[src/rtl/ssp_pkg.sv]
package ssp_pkg;
  typedef enum logic [1:0] {ST_IDLE, ST_LEAD, ST_DATA, ST_TAIL} frm_state_e;

  typedef struct packed {
    logic ext_clk;
    logic phase;
    logic polarity;
    logic loopback;
    logic tx_ie;
    logic rx_ie;
  } ssp_cfg_t;

  localparam int unsigned CFG_W = $bits(ssp_cfg_t);
endpackage

[src/rtl/ssp_fifo.sv]
module ssp_fifo #(
  parameter int unsigned WIDTH = 16,
  parameter int unsigned DEPTH = 12
) (
  input  logic                           clk_i,
  input  logic                           rst_ni,
  input  logic                           push_i,
  input  logic [WIDTH-1:0]               data_i,
  input  logic                           pop_i,
  output logic [WIDTH-1:0]               data_o,
  output logic [$clog2(DEPTH+1)-1:0]     cnt_o
);
  localparam int unsigned CNT_W = $clog2(DEPTH+1);

  logic [WIDTH-1:0] mem_q [DEPTH];
  logic [WIDTH-1:0] down_nxt [DEPTH];
  logic [CNT_W-1:0] cnt_q, wr_idx;
  logic full, empty, do_push, do_pop;

  assign full    = cnt_q == CNT_W'(DEPTH);
  assign empty   = cnt_q == '0;
  assign do_push = push_i && !full;
  assign do_pop  = pop_i && !empty;
  assign wr_idx  = do_pop ? cnt_q - 1'b1 : cnt_q;

  // shift-down path: each entry takes its upper neighbour on a pop
  for (genvar g = 0; g < DEPTH; g++) begin : g_down
    if (g == DEPTH-1) begin : g_top
      assign down_nxt[g] = '0;
    end else begin : g_mid
      assign down_nxt[g] = mem_q[g+1];
    end
  end

  always_ff @(posedge clk_i or negedge rst_ni) begin
    if (!rst_ni) begin
      for (int i = 0; i < DEPTH; i++) mem_q[i] <= '0;
    end else begin
      for (int i = 0; i < DEPTH; i++) begin
        if (do_push && wr_idx == CNT_W'(i)) mem_q[i] <= data_i;
        else if (do_pop)                    mem_q[i] <= down_nxt[i];
      end
    end
  end

  always_ff @(posedge clk_i or negedge rst_ni) begin
    if (!rst_ni) cnt_q <= '0;
    else begin
      case ({do_push, do_pop})
        2'b10:   cnt_q <= cnt_q + 1'b1;
        2'b01:   cnt_q <= cnt_q - 1'b1;
        default: cnt_q <= cnt_q;
      endcase
    end
  end

  assign data_o = empty ? '0 : mem_q[0];
  assign cnt_o  = cnt_q;

  AST_NO_OVERFLOW: assert property (@(posedge clk_i) disable iff (!rst_ni)
    (full && push_i && !pop_i) |=> cnt_q == CNT_W'(DEPTH));
  AST_POP_SHIFT: assert property (@(posedge clk_i) disable iff (!rst_ni)
    (do_pop && !do_push && cnt_q > 2) |=> mem_q[0] == $past(mem_q[1]));
endmodule

[src/rtl/ssp_tick.sv]
module ssp_tick #(
  parameter int unsigned DIV_HALF = 2
) (
  input  logic clk_i,
  input  logic rst_ni,
  input  logic ext_sel_i,
  input  logic ext_clk_i,
  output logic tick_o
);
  localparam int unsigned DIV_W = $clog2(DIV_HALF+1);

  logic [DIV_W-1:0] div_q;
  logic [2:0]       sync_q;
  logic             int_tick;

  assign int_tick = div_q == DIV_W'(DIV_HALF-1);

  always_ff @(posedge clk_i or negedge rst_ni) begin
    if (!rst_ni) begin
      div_q  <= '0;
      sync_q <= '0;
    end else begin
      div_q  <= int_tick ? '0 : div_q + 1'b1;
      sync_q <= {sync_q[1:0], ext_clk_i};
    end
  end

  // each synchronized edge of the external clock is one half period
  assign tick_o = ext_sel_i ? (sync_q[2] ^ sync_q[1]) : int_tick;
endmodule

[src/rtl/ssp_frame.sv]
module ssp_frame
  import ssp_pkg::*;
#(
  parameter int unsigned WIDTH = 16
) (
  input  logic             clk_i,
  input  logic             rst_ni,
  input  logic             tick_i,
  input  logic             phase_i,
  input  logic             polarity_i,
  input  logic             loopback_i,
  input  logic             start_ok_i,
  input  logic [WIDTH-1:0] tx_word_i,
  input  logic             rxd_i,
  output logic             tx_pop_o,
  output logic             rx_push_o,
  output logic [WIDTH-1:0] rx_word_o,
  output logic             sclk_o,
  output logic             sfrm_o,
  output logic             txd_o
);
  localparam int unsigned HALF_W    = $clog2(2*WIDTH);
  localparam int unsigned LAST_HALF = 2*WIDTH - 1;

  frm_state_e       state_q;
  logic [HALF_W-1:0] half_q;
  logic             tail_q;
  logic [WIDTH-1:0] tx_sh_q, rx_sh_q;
  logic             rx_bit;

  assign rx_bit    = loopback_i ? tx_sh_q[WIDTH-1] : rxd_i;
  assign tx_pop_o  = tick_i && state_q == ST_IDLE && start_ok_i;
  assign rx_push_o = tick_i && state_q == ST_TAIL && !tail_q;

  always_ff @(posedge clk_i or negedge rst_ni) begin
    if (!rst_ni) begin
      state_q <= ST_IDLE;
      half_q  <= '0;
      tail_q  <= 1'b0;
      tx_sh_q <= '0;
      rx_sh_q <= '0;
    end else if (tick_i) begin
      unique case (state_q)
        ST_IDLE: if (start_ok_i) begin
          tx_sh_q <= tx_word_i;
          half_q  <= '0;
          state_q <= phase_i ? ST_DATA : ST_LEAD;
        end
        ST_LEAD: state_q <= ST_DATA;
        ST_DATA: begin
          if (!half_q[0]) begin
            // leading edge: sample
            rx_sh_q <= {rx_sh_q[WIDTH-2:0], rx_bit};
            half_q  <= half_q + 1'b1;
          end else begin
            // trailing edge: next bit
            tx_sh_q <= {tx_sh_q[WIDTH-2:0], 1'b0};
            if (half_q == HALF_W'(LAST_HALF)) begin
              state_q <= ST_TAIL;
              tail_q  <= phase_i;
            end else begin
              half_q <= half_q + 1'b1;
            end
          end
        end
        ST_TAIL: if (tail_q) tail_q <= 1'b0;
                 else        state_q <= ST_IDLE;
        default: state_q <= ST_IDLE;
      endcase
    end
  end

  assign sfrm_o    = state_q != ST_IDLE;
  assign sclk_o    = polarity_i ^ (state_q == ST_DATA && half_q[0]);
  assign txd_o     = (state_q == ST_DATA) ? tx_sh_q[WIDTH-1] : 1'b0;
  assign rx_word_o = rx_sh_q;

  AST_IDLE_SCLK: assert property (@(posedge clk_i) disable iff (!rst_ni)
    !sfrm_o |-> sclk_o == polarity_i);
  AST_TXD_HOLD: assert property (@(posedge clk_i) disable iff (!rst_ni)
    (state_q == ST_DATA && !half_q[0]) |=> $stable(tx_sh_q[WIDTH-1]));
endmodule

[src/rtl/ssp_master.sv]
module ssp_master
  import ssp_pkg::*;
#(
  parameter int unsigned DATA_W     = 16,
  parameter int unsigned FIFO_DEPTH = 12,
  parameter int unsigned DIV_HALF   = 2
) (
  input  logic              clk_i,
  input  logic              rst_ni,
  input  logic              wr_en_i,
  input  logic              rd_en_i,
  input  logic              addr_i,
  input  logic [DATA_W-1:0] wdata_i,
  output logic [DATA_W-1:0] rdata_o,
  input  logic              rxd_i,
  input  logic              ext_clk_i,
  output logic              sclk_o,
  output logic              sfrm_o,
  output logic              txd_o,
  output logic              rx_irq_o,
  output logic              tx_irq_o
);
  localparam int unsigned CNT_W  = $clog2(FIFO_DEPTH+1);
  localparam int unsigned RX_THR = FIFO_DEPTH / 3;
  localparam int unsigned TX_THR = FIFO_DEPTH / 2;

  ssp_cfg_t          cfg_q;
  logic [CNT_W-1:0]  tx_cnt, rx_cnt;
  logic [DATA_W-1:0] tx_head, rx_head, rx_word;
  logic              tx_pop, rx_push, tick, start_ok;
  logic              frm_sclk, frm_sfrm, frm_txd;

  always_ff @(posedge clk_i or negedge rst_ni) begin
    if (!rst_ni)                cfg_q <= '0;
    else if (wr_en_i && addr_i) cfg_q <= ssp_cfg_t'(wdata_i[CFG_W-1:0]);
  end

  ssp_fifo #(.WIDTH(DATA_W), .DEPTH(FIFO_DEPTH)) u_tx_fifo (
    .clk_i, .rst_ni,
    .push_i (wr_en_i && !addr_i),
    .data_i (wdata_i),
    .pop_i  (tx_pop),
    .data_o (tx_head),
    .cnt_o  (tx_cnt)
  );

  ssp_fifo #(.WIDTH(DATA_W), .DEPTH(FIFO_DEPTH)) u_rx_fifo (
    .clk_i, .rst_ni,
    .push_i (rx_push),
    .data_i (rx_word),
    .pop_i  (rd_en_i && !addr_i),
    .data_o (rx_head),
    .cnt_o  (rx_cnt)
  );

  ssp_tick #(.DIV_HALF(DIV_HALF)) u_tick (
    .clk_i, .rst_ni,
    .ext_sel_i (cfg_q.ext_clk),
    .ext_clk_i,
    .tick_o    (tick)
  );

  assign start_ok = tx_cnt != '0 && rx_cnt != CNT_W'(FIFO_DEPTH);

  ssp_frame #(.WIDTH(DATA_W)) u_frame (
    .clk_i, .rst_ni,
    .tick_i     (tick),
    .phase_i    (cfg_q.phase),
    .polarity_i (cfg_q.polarity),
    .loopback_i (cfg_q.loopback),
    .start_ok_i (start_ok),
    .tx_word_i  (tx_head),
    .rxd_i,
    .tx_pop_o   (tx_pop),
    .rx_push_o  (rx_push),
    .rx_word_o  (rx_word),
    .sclk_o     (frm_sclk),
    .sfrm_o     (frm_sfrm),
    .txd_o      (frm_txd)
  );

  // loopback releases the pins to their quiet levels
  assign sclk_o = cfg_q.loopback ? cfg_q.polarity : frm_sclk;
  assign sfrm_o = !cfg_q.loopback && frm_sfrm;
  assign txd_o  = !cfg_q.loopback && frm_txd;

  assign rdata_o  = addr_i ? {{(DATA_W-CFG_W){1'b0}}, cfg_q} : rx_head;
  assign rx_irq_o = cfg_q.rx_ie && (rx_cnt >= CNT_W'(RX_THR));
  assign tx_irq_o = cfg_q.tx_ie && (tx_cnt <= CNT_W'(TX_THR));

  AST_START_GATED: assert property (@(posedge clk_i) disable iff (!rst_ni)
    $rose(frm_sfrm) |-> $past(tx_cnt != '0 && rx_cnt != CNT_W'(FIFO_DEPTH)));
endmodule

[config.mk]
export PLATFORM = sky130hd
export DESIGN_NAME = ssp_master
export DESIGN_NICKNAME = d
export VERILOG_FILES = /design/src/rtl/ssp_pkg.sv /design/src/rtl/ssp_fifo.sv /design/src/rtl/ssp_tick.sv /design/src/rtl/ssp_frame.sv /design/src/rtl/ssp_master.sv
export SDC_FILE = /design/constraint.sdc
export NUM_CORES = 1
export LEC_CHECK = 0
export ABC_AREA = 0
export CORE_UTILIZATION = 55
export CTS_CLUSTER_SIZE = 24
export DETAILED_ROUTE_END_ITERATION = 16
export HOLD_SLACK_MARGIN = 0.1
export PLACE_DENSITY = 0.75
export REMOVE_ABC_BUFFERS = 1
export SLEW_MARGIN = 10
export SYNTH_ARGS = -nofsm -noshare
export SYNTH_HDL_FRONTEND = slang
export SYNTH_SLANG_ARGS = --single-unit
[constraint.sdc]
create_clock -name clk_i -period 3.7 [get_ports clk_i]
set_input_delay 0.74 -clock clk_i [delete_from_list [all_inputs] [get_ports clk_i]]
set_output_delay 0.74 -clock clk_i [all_outputs]
set_load 0.02 [all_outputs]
Yosys cells after proc, flatten, opt, wreduce, memory -nomap -nowiden

Cells that the tools add are included.

Output and inout port bits: 21
Register bits: 443
Logic and storage cells: 255

Equal/unequal tests: 39
Muxes and demuxes: 76
Add/subtract/negate cells: 6
Bitwise logic cells: 3
Magnitude comparators: 2
Reduce and logical (&&, ||, !) cells: 89

Operators with widths:

| kind                                                                  | number |
|---|---|
| 16-bit two-way mux                                                    | 53 |
| 2-bit nonzero test                                                    | 29 |
| 1-bit logical AND                                                     | 41 |
| 4-bit equality test, second input constant                            | 10 |
| 4-bit by 3-bit equality test with 1-bit output, second input constant | 8 |
| 16-bit one-hot mux with 2 select lines                                | 1 |
| 4-bit by 2-bit equality test with 1-bit output, second input constant | 4 |
| 4-bit logical NOT                                                     | 4 |
| 4-bit one-hot mux with 2 select lines                                 | 2 |
| 5-bit two-way mux                                                     | 3 |
| 2-bit two-way mux                                                     | 6 |
| 4-bit AND reduction                                                   | 3 |
| 5-bit one-hot mux with 2 select lines                                 | 1 |
| 4-bit by 1-bit adder with 4-bit output, second input constant         | 2 |
| 2-bit by 1-bit equality test with 1-bit output, second input constant | 4 |
| 2-bit equality test, second input constant                            | 4 |
| 4-bit by 1-bit equality test with 1-bit output, second input constant | 2 |
| 4-bit two-way mux                                                     | 2 |
| 2-bit one-hot mux with 4 select lines                                 | 1 |
| 4-bit by 1-bit subtractor with 4-bit output, second input constant    | 2 |
| 1-bit logical NOT                                                     | 7 |
| 1-bit two-way mux                                                     | 6 |
| 2-bit by 1-bit != test with 1-bit output, second input constant       | 3 |
| 3-bit AND reduction                                                   | 2 |
| 14 further kinds                                                      | 15 |

Logic depth before layout (Yosys ltp)

Gate-level depths: netlist (run 1).

Depth in word-level cells: 9
Mapped depth: 16
Mapped depth without buffers: 10

Cells and area by module

A second synthesis (run 1) with hierarchy kept.

Cells, all modules: 1753
Area, all modules: 22112.5 µm²

By module, submodules not included:

| module                | cells an instance | times used | area an instance (µm²) | sequential area each (µm²) |
|---|---|---|---|---|
| ssp_fifo at u_tx_fifo | 772               | 1          | 9706.8                 | 4904.7 |
| ssp_fifo at u_rx_fifo | 772               | 1          | 9690.5                 | 4904.7 |
| ssp_frame             | 157               | 1          | 2084.5                 | 1001.0 |
| ssp_master            | 42                | 1          | 470.5                  | 150.1 |
| ssp_tick              | 10                | 1          | 160.2                  | 125.1 |

Worst setup path after synthesis (run 1)

OpenSTA, ideal clock, no wires.

Path type: register -> register
Start point: register u_tx_fifo.cnt_q[0], in the netlist u_tx_fifo.cnt_o[0]
End point: register u_tx_fifo.cnt_q[3], in the netlist u_tx_fifo.cnt_o[3]
Arrival time: 3063 ps
Buffers on the path: 6
Setup slack: 557 ps
Stages on the path, launching flop included: 17
Clock period less this slack: 3143 ps
Cell sequence: dfrtp_1 > buf_2 > inv_1 > ha_1 > buf_4 > or3b_4 > and3_4 > buf_6 > nand2_4 > buf_6 > inv_2 > clkbuf_1 > clkbuf_1 > ha_1 > nand4b_1 > a21oi_1 > xor2_1

Word-level cells in the longest chain between the ends: 6

RTL lines:

| item                                                                                         | RTL line         | source |
|---|---|---|
| from (decl)                                                                                  | ssp_fifo.sv:17   | `logic [CNT_W-1:0] cnt_q, wr_idx;` |
| from (signal assigned)                                                                       | ssp_fifo.sv:50   | `2'b10: cnt_q <= cnt_q + 1'b1;` |
| from (signal assigned)                                                                       | ssp_fifo.sv:51   | `2'b01: cnt_q <= cnt_q - 1'b1;` |
| from (signal assigned)                                                                       | ssp_fifo.sv:52   | `default: cnt_q <= cnt_q;` |
| 4-bit nonzero test                                                                           | ssp_master.sv:63 | `assign start_ok = tx_cnt != '0 && rx_cnt != CNT_W'(FIFO_DEPTH);` |
| 1-bit logical AND                                                                            | ssp_master.sv:63 |  |
| 1-bit logical AND                                                                            | ssp_frame.sv:32  | `assign tx_pop_o = tick_i && state_q == ST_IDLE && start_ok_i;` |
| 1-bit logical AND                                                                            | ssp_fifo.sv:23   | `assign do_pop = pop_i && !empty;` |
| 2-bit by 1-bit equality test with 1-bit output / 2-bit equality test (equally long branches) | ssp_fifo.sv:49   | `case ({do_push, do_pop})` |
| 4-bit one-hot mux with 2 select lines / 2-bit nonzero test (equally long branches)           | n/a              |  |

Several ways; a longest one is shown, not always the timed one.
A chain may end at the register's enable or synchronous reset.

Final worst setup path (run 1)

Start point: register u_rx_fifo.cnt_q[0], in the netlist u_rx_fifo.cnt_o[0]
End point: output port rdata_o[12]

Word-level cells in the longest chain between the ends: 3

RTL lines:

| item                   | RTL line         | source |
|---|---|---|
| from (decl)            | ssp_fifo.sv:17   |  |
| from (signal assigned) | ssp_fifo.sv:50   |  |
| from (signal assigned) | ssp_fifo.sv:51   |  |
| from (signal assigned) | ssp_fifo.sv:52   |  |
| 4-bit logical NOT      | ssp_fifo.sv:21   | `assign empty = cnt_q == '0;` |
| 16-bit two-way mux     | ssp_fifo.sv:57   | `assign data_o = empty ? '0 : mem_q[0];` |
| 16-bit two-way mux     | ssp_master.sv:87 | `assign rdata_o = addr_i ? {{(DATA_W-CFG_W){1'b0}}, cfg_q} : rx_head;` |
| to (decl)              | ssp_master.sv:14 | `output logic [DATA_W-1:0] rdata_o,` |

Every way passes these cells.

==> results of run 1 <==
[cell families (layout without fill, tap and decap cells)]
kind of cell               count (synthesis)  in the layout  share of synthesized area [%]
and+or+nand+nor                          968            968                           18.3
DFF                                      443            443                           52.1
AOI/OAI and AO/OA                        363            363                           10.4
muxes                                    271            271                           13.9
buffers and inverters                    206            184                           4.12
adders and majority gates                 13             13                          0.765
xor gates and xnor gates                  10             10                          0.412
[power groups by stage]
| stage | registers [uW] | clock network [uW] | logic (uW) |
|---|---|---|---|
| after floorplan | 7360 | 0 | 4180 |
| after global placement | 7640 | 0 | 5330 |
| after detailed placement | 7720 | 0 | 5560 |
| after CTS | 7650 | 4720 | 5610 |
| after global routing | 7880 | 4910 | 6230 |
| final | 7680 | 4630 | 5590 |
[area by class of cell]
type                            instances  share of cell area (%)
Timing Repair Buffer                   86                    3.80
Tap cell                              511                    2.72
Inverter                               17                   0.282
Clock inverter                         17                   0.930
Multi-Input combinational cell       1625                    39.7
Clock buffer                           64                    5.52
Sequential cell                       443                    47.1
[state kept, by name, indices dropped and copies added (netlist names)]
name                count
u_rx_fifo.down_nxt    176
u_tx_fifo.down_nxt    176
u_frame.rx_word_o      16
u_frame.tx_sh_q        16
u_rx_fifo.mem_q        16
u_tx_fifo.mem_q        16
cfg_q                   6
u_frame.half_q          5
u_rx_fifo.cnt_o         4
u_tx_fifo.cnt_o         4
u_tick.sync_q           3
u_frame.state_q         2
u_tick.div_q            2
u_frame.tail_q          1
[worst register-to-register path, delay by kind of cell (launching register included)]
family,cells,cell delay [ns]
compound gates,2,0.50
simple gates,4,1.48
buf+inv,1,0.24
fa+ha+maj,1,0.34
flops,1,0.52
[layer usage]
layer / wire [um] / part of all wire (%)
met2: 23900 / 50
met3: 1860 / 3.9
met1: 20600 / 43
met5: 0 / 0
met4: 1050 / 2.2
[synthesized netlist by cell type (5+ instances only)]
| library cell | count |
|---|---|
| ha_1 | 13 |
| mux2_4 | 20 |
| a31oi_1 | 113 |
| buf_2 | 23 |
| and3_1 | 6 |
| mux2i_1 | 136 |
| buf_6 | 6 |
| nand2_1 | 761 |
| nor3_1 | 22 |
| nor2_1 | 115 |
| dfrtp_1 | 443 |
| nand3_1 | 8 |
| mux2_2 | 115 |
| o21ai_0 | 172 |
| inv_1 | 15 |
| buf_4 | 5 |
| xor2_1 | 5 |
| xnor2_1 | 5 |
| a21oi_1 | 11 |
| buf_1 | 14 |
| a22oi_1 | 17 |
| clkbuf_1 | 140 |
| and2_1 | 14 |
| a22o_1 | 23 |
[worst min path at each step]
stage / to / start / slack, ns / cells past startpoint
2_1_floorplan: u_tick.sync_q[1] / u_tick.sync_q[0] / 0.33 / 0
3_3_place_gp: u_tick.sync_q[1] / u_tick.sync_q[0] / 0.34 / 0
3_5_place_dp: u_tick.sync_q[1] / u_tick.sync_q[0] / 0.35 / 0
4_1_cts: u_tx_fifo.down_nxt[181] / rst_ni / 0.10 / 1
5_1_grt: u_tx_fifo.down_nxt[181] / rst_ni / 0.12 / 1
6_report: u_tx_fifo.down_nxt[181] / rst_ni / 0.09 / 1
[through the flow]
step,area (sq um),power [uW]
floorplan,20500,11500
global placement,22000,13000
detailed placement,22000,13300
CTS,23500,18000
global route,23500,19000
finish,23500,17900
[cells in the final DEF (no fill, tap or decap), types with 4 or more instances in the layout]
cell	netlist	layout
nand3_1	8	8
clkbuf_16	0	47
mux2_2	115	115
o2111a_1	4	4
clkinv_2	0	7
clkbuf_1	140	11
clkbuf_8	0	6
o21ai_0	172	172
nor3_1	22	22
nand2_1	761	760
and2_1	14	14
a21oi_1	11	11
and3_1	6	6
a31oi_1	113	113
dfrtp_1	443	442
xor2_1	5	5
ha_1	13	13
a22oi_1	17	17
a22o_1	23	23
buf_12	0	11
bufinv_16	0	4
nor2_1	115	115
clkdlybuf4s50_1	0	42
xnor2_1	5	5
mux2i_1	136	136
nor2b_1	4	4
mux2_4	20	20
inv_1	15	15
buf_4	5	32
[repair_timing]
| item | 4_1_cts | 5_1_grt |
|---|---|---|
| buffers inserted | 0 | 0 |
| setup endpoints to repair | 0 | 16 |
| endpoints found under the hold margin | 0 | 0 |
| gates resized for setup | 0 | 1 |
| hold buffers | 0 | 0 |
==> impl_metrics.ini, run 1 <==
[layout]
finalCoreUtilization_pct = 62.2
multiInputGateArea_sq_um = 9340
nets = 2255
syn_to_final_growth_pct = 10.7
seq_area_sq_um = 11100
fillers = 3087
diodes = 0
stdcell_count = 2763
drive_gt1_share_pct = 12.1

[placed_design]
dp_hpwl_um = 26700
gp_congestion = 0.862
post-place-ws_ns = 0.446
dpl.cell_count = 2682
io_buffers = 43

[global_routing]
track_usage_pct = 24.9
grt_pass1_vias = 15700
grt_first_pass_wirelength_um = 79300
grt.met3_usage_pct = 2.64
grtUsageMet2_pct = 43.5
grtUsageMet1_pct = 32.5
grt_max_degree = 172
grt.busiest_layer = met2
antenna_found_initial = 2
grt_overflow = 0

[worst_setup_path]
path_cells = inv_1 -> ha_1 -> a21oi_1 -> buf_4 -> and2_1 -> clkdlybuf4s50_1
worst_r2r_path_depth = 8
r2r_setup_slack_ns = 0.45
crit_arrival_ns = 2.74
r2r_start = u_tx_fifo.cnt_o[0]
critPathLaunch = u_rx_fifo.cnt_o[0]
cp-end-kind = primary output
required_ns = 2.96
cp_slowest_cell = clkdlybuf4s50_1
path_depth = 6
critPathBufInv = 3
crit_path_max_incr_delay_ns = 0.61
reg2reg_to = u_tx_fifo.down_nxt[73]
critical_path_class = flop to primary output
crit_family = buffers and inverters
crit_path_start_kind = flop
cp-endpoint = rdata_o[12]
crit_fanout = 16

[drt]
drc = 0
drtPass1Iterations = 7
vias = 15800
drtAntennaViolNets = 0
wl_per_cell_um = 17.2
dr.first_iter.drc_count = 1305
routed_wl_um = 47400
routed_via_density = 5.70

[power]
internal_power_uw = 11700
p_clk_share_pct = 25.9
combPwrFrac_pct = 31.2
cellPowerDensity_nw_per_um2 = 760
sequentialPowerShare_pct = 42.9
switching_power_uw = 6240
p_leak_uw = 0.0114
ir_worst_vdd_uv = 517
switching_share_pct = 34.9

[yosys]
synthArstFlopShare_pct = 100
synth_seq_cells = 443
synth_top_area_share_pct = 52.1
seq_area_frac_synth_pct = 52.1
syn_inst = 2274
syn_avg_cell_area_sq_um = 9.35
synth.distinct_cells = 65
syn-cell-area_sq_um = 21300
synth-edff-count = 0
yosysWarnings = 0
ys.flop_type = dfrtp_1
synth_area_leaders = dfrtp_1, nand2_1, mux2i_1
yosys.area.top_type = dfrtp_1

[clock_network]
clk_latency_ns = 0.57
clock_path_buffers = 3
numCtsBuffers = 46
numClockSinks = 443
root_buffer = clkbuf_16
clk_pin_slew_ns = 0.06
htree_levels = 2
cts_tree = built

[timing]
fin_crit_ns = 3.48
rsz0062_at_grt = false
worstMarginPinSlew_ns = 1.06
timing.final.crit_share_pct = 94.0
finalHoldWorstSlack_ns = 0.0936
final_hold_viol_count = 0
fmax_mhz = 288
setup_viol = 0
relSlewSlack_pct = 29.6
fin_skew_ns = 0.0252
maxSlewViolCount = 0
setup_tns_ns = 0
layout_setup_ws_ns = 0.224

[outcome]
outcome = finished, final reports clean

[hold_path]
hold_class = input pin to async pin

[floorplanning]
io_pins = 44
initial_core_util_pct = 56.2
rows = 71
coreArea_sq_um = 37800
die_w_um = 199
dieArea_sq_um = 39500
die_y_um = 199

[run]
maxCapViolCount = 0
(Power assumes the default switching activity.)
==> run 2, diff against run 1 <==
Settings changed: CORE_UTILIZATION 55 to 50, PLACE_DENSITY 0.75 to 0.69.
==> run 2 against run 1 <==
  * Global-route usage decreased by 2.1 points
  * Die area increased by 9.9%
  * Utilization decreased by 5.6 points
  * Combinational power increased by 0.7%
  * Routed wire length increased by 1.6%
  * Clock power increased by 5.4%
  * Critical endpoint is now rdata_o[14]
  * Largest cell class unchanged
  * Largest power group unchanged
==> impl_metrics.ini, run 2 (synthesis results as in run 1) <==
[timing]
fin_crit_ns = 3.48
relSlewSlack_pct = 31.3
maxSlewViolCount = 0
fmax_mhz = 287
setup_viol = 0
rsz0062_at_grt = false
worstMarginPinSlew_ns = 1.03
layout_setup_ws_ns = 0.219
final_hold_viol_count = 0
fin_skew_ns = 0.0143
finalHoldWorstSlack_ns = 0.231
timing.final.crit_share_pct = 94.1

[floorplanning]
die_y_um = 208
die_w_um = 208
initial_core_util_pct = 50.7
io_pins = 44
coreArea_sq_um = 41900
dieArea_sq_um = 43400
rows = 75

[clock_network]
cts_resized = 0
clk_latency_ns = 0.56
htree_levels = 2
clock_path_buffers = 3
ctsHoldBuffers = 0
root_buffer = clkbuf_16
numClockSinks = 443
clk_pin_slew_ns = 0.06
cts_tree = built
post_cts_buffers = 0
numCtsBuffers = 47

[drt]
vias = 15700
drtAntennaViolNets = 0
routed_via_density = 5.61
dr.first_iter.drc_count = 1280
drtPass1Iterations = 7
drc = 0
wl_per_cell_um = 17.2
routed_wl_um = 48200

[outcome]
outcome = finished, final reports clean

[global_routing]
antenna_found_initial = 0
grt_overflow = 0
grt_pass1_vias = 15700
grt_max_degree = 172
track_usage_pct = 22.8
grt_first_pass_wirelength_um = 81100

[worst_setup_path]
r2r_start = u_rx_fifo.cnt_o[0]
critical_path_class = flop to primary output
crit_path_start_kind = flop
worst_r2r_path_depth = 8
path_cells = inv_1 -> ha_1 -> a21oi_2 -> buf_4 -> and2_1 -> clkdlybuf4s50_1
crit_arrival_ns = 2.74
crit_fanout = 16
cp-end-kind = primary output
r2r_setup_slack_ns = 0.58
crit_path_max_incr_delay_ns = 0.61
cp_slowest_cell = clkdlybuf4s50_1
required_ns = 2.96
reg2reg_to = u_tx_fifo.down_nxt[75]

[placed_design]
gp_congestion = 0.815
post-place-ws_ns = 0.440
io_buffers = 43
place_area_sq_um = 22100
dp_hpwl_um = 28100

[layout]
fin_area_sq_um = 23800
fillers = 3594
syn_to_final_growth_pct = 11.7
layout_commonest_cell = nand2_1
diodes = 0
nets = 2266
finalCoreUtilization_pct = 56.6
drive_gt1_share_pct = 12.6
seq_area_sq_um = 11100
multiInputGateArea_sq_um = 9350
layout_common_cells = nand2_1, dfrtp_1, o21ai_0

[power]
power_uw = 18200
ir_worst_vdd_uv = 534
p_leak_uw = 0.0115
p_clk_share_pct = 26.9
cellPowerDensity_nw_per_um2 = 764
combPwrFrac_pct = 31.0
sequentialPowerShare_pct = 42.1
switching_share_pct = 34.4
switching_power_uw = 6240
internal_power_uw = 11900

[hold_path]
hold_class = input pin to async pin

[run]
maxCapViolCount = 0
-- run 2: area by class of cell --
class                   count  share of cell area (%)
flip-flops and latches    443                    46.7
multi-input cells        1625                    39.3
clock buffers              72                    5.94
repair buffers             96                    4.09
well taps                 539                    2.84
clock inverters            12                   0.853
inverters                  17                   0.279
-- run 2: per-stage QoR --
stage	instances	TNS, ns
2_1_floorplan	2085	-1121.71
3_3_place_gp	2720	0
5_1_grt	2804	0
6_report	2804	0
3_5_place_dp	2720	0
4_1_cts	2804	0
-- run 2: per-layer routing --
| metal | wire length [um] | global-route usage, % |
|---|---|---|
| met5 | 0 | 0 |
| met4 | 1240 | 7.08 |
| met3 | 1820 | 2.69 |
| met2 | 24000 | 39.1 |
| met1 | 21200 | 30.2 |
-- run 2: power groups by stage --
| stage | Combinational (uW) | Sequential (uW) | Clock (uW) |
|---|---|---|---|
| final | 5630 | 7650 | 4880 |
| after global routing | 6320 | 7850 | 5160 |
| after CTS | 5660 | 7640 | 4980 |
| after detailed placement | 5630 | 7710 | 0 |
| after global placement | 5420 | 7650 | 0 |
| after floorplan | 4180 | 7360 | 0 |
-- run 2: critical path: cells and delay by family, from the launching register on --
family,cells,cell delay (ns)
simple gates,1,0.19
compound gates,1,0.15
fa+ha+maj,1,0.30
flops,1,0.54
buf+inv,3,0.98
-- run 2: how the worst max path moves through the flow --
| stage | startpoint | to | slack (ns) | cells after the start |
|---|---|---|---|---|
| 6_report | u_rx_fifo.cnt_o[1] | rdata_o[14] | 0.22 | 6 |
| 4_1_cts | u_rx_fifo.cnt_o[0] | rdata_o[14] | 0.10 | 6 |
| 5_1_grt | u_rx_fifo.cnt_o[1] | rdata_o[14] | 0.1 | 6 |
| 2_1_floorplan | u_rx_fifo.cnt_o[0] | u_rx_fifo.down_nxt[48] | -5.74 | 8 |
| 3_5_place_dp | addr_i | u_rx_fifo.cnt_o[3] | 0.44 | 10 |
| 3_3_place_gp | addr_i | u_rx_fifo.cnt_o[3] | 0.46 | 10 |
==> run 3, diff against run 2 <==
Settings changed: RECOVER_POWER set to 50.
==> run 3 against run 2 <==
  * The run now ends with max-capacitance violations, max-slew violations left
  * Cell area shrank 0.11%
  * Setup slack gained 0.0074 ns
  * Maximum frequency grew 0.21%
  * Clock skew shrank 0.0013 ns
  * Critical path depth is the same
  * Clock power is essentially flat
  * Utilization shrank 0.060 points
  * Sequential cell count is the same
  * Combinational power is essentially flat
  * Clock-buffer cell count is the same
  * Critical endpoint unchanged
  * Largest cell class unchanged
  * Highest routed layer unchanged
==> impl_metrics.ini, run 3 (synthesis results as in run 1) <==
[layout]
fin_area_sq_um = 23700
nets = 2266
drive_gt1_share_pct = 12.6
layout_common_cells = nand2_1, dfrtp_1, o21ai_0
layout_commonest_cell = nand2_1
syn_to_final_growth_pct = 11.6
finalCoreUtilization_pct = 56.6
diodes = 0
fillers = 3597

[run]
maxCapViolCount = 1

[worst_setup_path]
path_cells = inv_1 -> ha_1 -> a21oi_2 -> buf_4 -> and2_1 -> clkdlybuf4s50_1
crit_arrival_ns = 2.73
cp-end-kind = primary output
crit_path_max_incr_delay_ns = 0.61
worst_r2r_path_depth = 8
r2r_start = u_rx_fifo.cnt_o[0]
critPathLaunch = u_rx_fifo.cnt_o[1]
path_depth = 6
crit_family = buffers and inverters
crit_fanout = 16
cp_slowest_cell = clkdlybuf4s50_1
critical_path_class = flop to primary output
r2r_setup_slack_ns = 0.59
reg2reg_to = u_tx_fifo.down_nxt[65]
critPathBufInv = 3
crit_path_start_kind = flop
required_ns = 2.96

[floorplanning]
rows = 75
dieArea_sq_um = 43400
die_y_um = 208
die_w_um = 208
coreArea_sq_um = 41900
initial_core_util_pct = 50.7
io_pins = 44

[clock_network]
clock_path_buffers = 3
ctsHoldBuffers = 0
cts_tree = built
root_buffer = clkbuf_16
clk_pin_slew_ns = 0.06
cts_resized = 0
clk_latency_ns = 0.56
post_cts_buffers = 0
htree_levels = 2
numCtsBuffers = 47
numClockSinks = 443

[power]
ir_worst_vdd_uv = 529
cellPowerDensity_nw_per_um2 = 765
p_leak_uw = 0.0115

[global_routing]
grt_max_degree = 172
track_usage_pct = 22.8
antenna_found_initial = 0
grt_pass1_vias = 15700
grt_overflow = 0
grt_first_pass_wirelength_um = 81100

[timing]
fin_crit_ns = 3.47
final_hold_viol_count = 0
layout_setup_ws_ns = 0.227
finalHoldWorstSlack_ns = 0.351
timing.final.crit_share_pct = 93.9
setup_viol = 0
fmax_mhz = 288
rsz0062_at_grt = false
relSlewSlack_pct = -81.1
worstMarginPinSlew_ns = 2.72
fin_skew_ns = 0.0130
maxSlewViolCount = 95
setup_tns_ns = 0

[hold_path]
min_to = u_tick.sync_q[1]
holdPathStages = 0
hold_class = flop to flop
min_from = u_tick.sync_q[0]

[placed_design]
gp_congestion = 0.815
io_buffers = 43
place_area_sq_um = 22100
post-place-ws_ns = 0.440
dp_hpwl_um = 28100

[drt]
routed_via_density = 5.61
dr.first_iter.drc_count = 1247
wl_per_cell_um = 17.2
routed_wl_um = 48300
drtPass1Iterations = 5
drtAntennaViolNets = 0
drc = 0
vias = 15700

[outcome]
outcome = complete, but fails checks
violations = max-capacitance violations, max-slew violations
-- run 3: worst max-delay path by stage --
stage	end	slack [ns]
finish	rdata_o[14]	0.23
global route	rdata_o[14]	0.1
CTS	rdata_o[14]	0.10
detailed placement	u_rx_fifo.cnt_o[3]	0.44
global placement	u_rx_fifo.cnt_o[3]	0.46
floorplan	u_rx_fifo.down_nxt[48]	-5.74
-- run 3: area by class of cell --
cell class	instances	area (sq um)	share of cell area [%]
tap	539	674	2.84
sequential	443	11100	46.7
clock inverter	12	203	0.854
clock buffer	72	1410	5.95
inverter	17	66.3	0.279
multi-input combinational	1625	9350	39.4
timing repair buffer	96	946	3.99
-- run 3: through the flow --
stage | cells | power, uW
after floorplan | 2085 | 11500
after global placement | 2720 | 13100
after detailed placement | 2720 | 13300
after CTS | 2804 | 18300
after global routing | 2804 | 19300
final | 2804 | 18200
-- run 3: power by group --
group	internal, uW	leakage [uW]	switching (uW)
clock network	2970	0.000790	1910
registers	6470	0.00592	1180
logic	2470	0.00482	3150
-- run 3: per-layer routing --
| metal | global-route usage, % | wire length [um] |
|---|---|---|
| met2 | 39.1 | 24000 |
| met4 | 7.08 | 1230 |
| met1 | 30.2 | 21200 |
| met3 | 2.69 | 1810 |
| met5 | 0 | 0 |
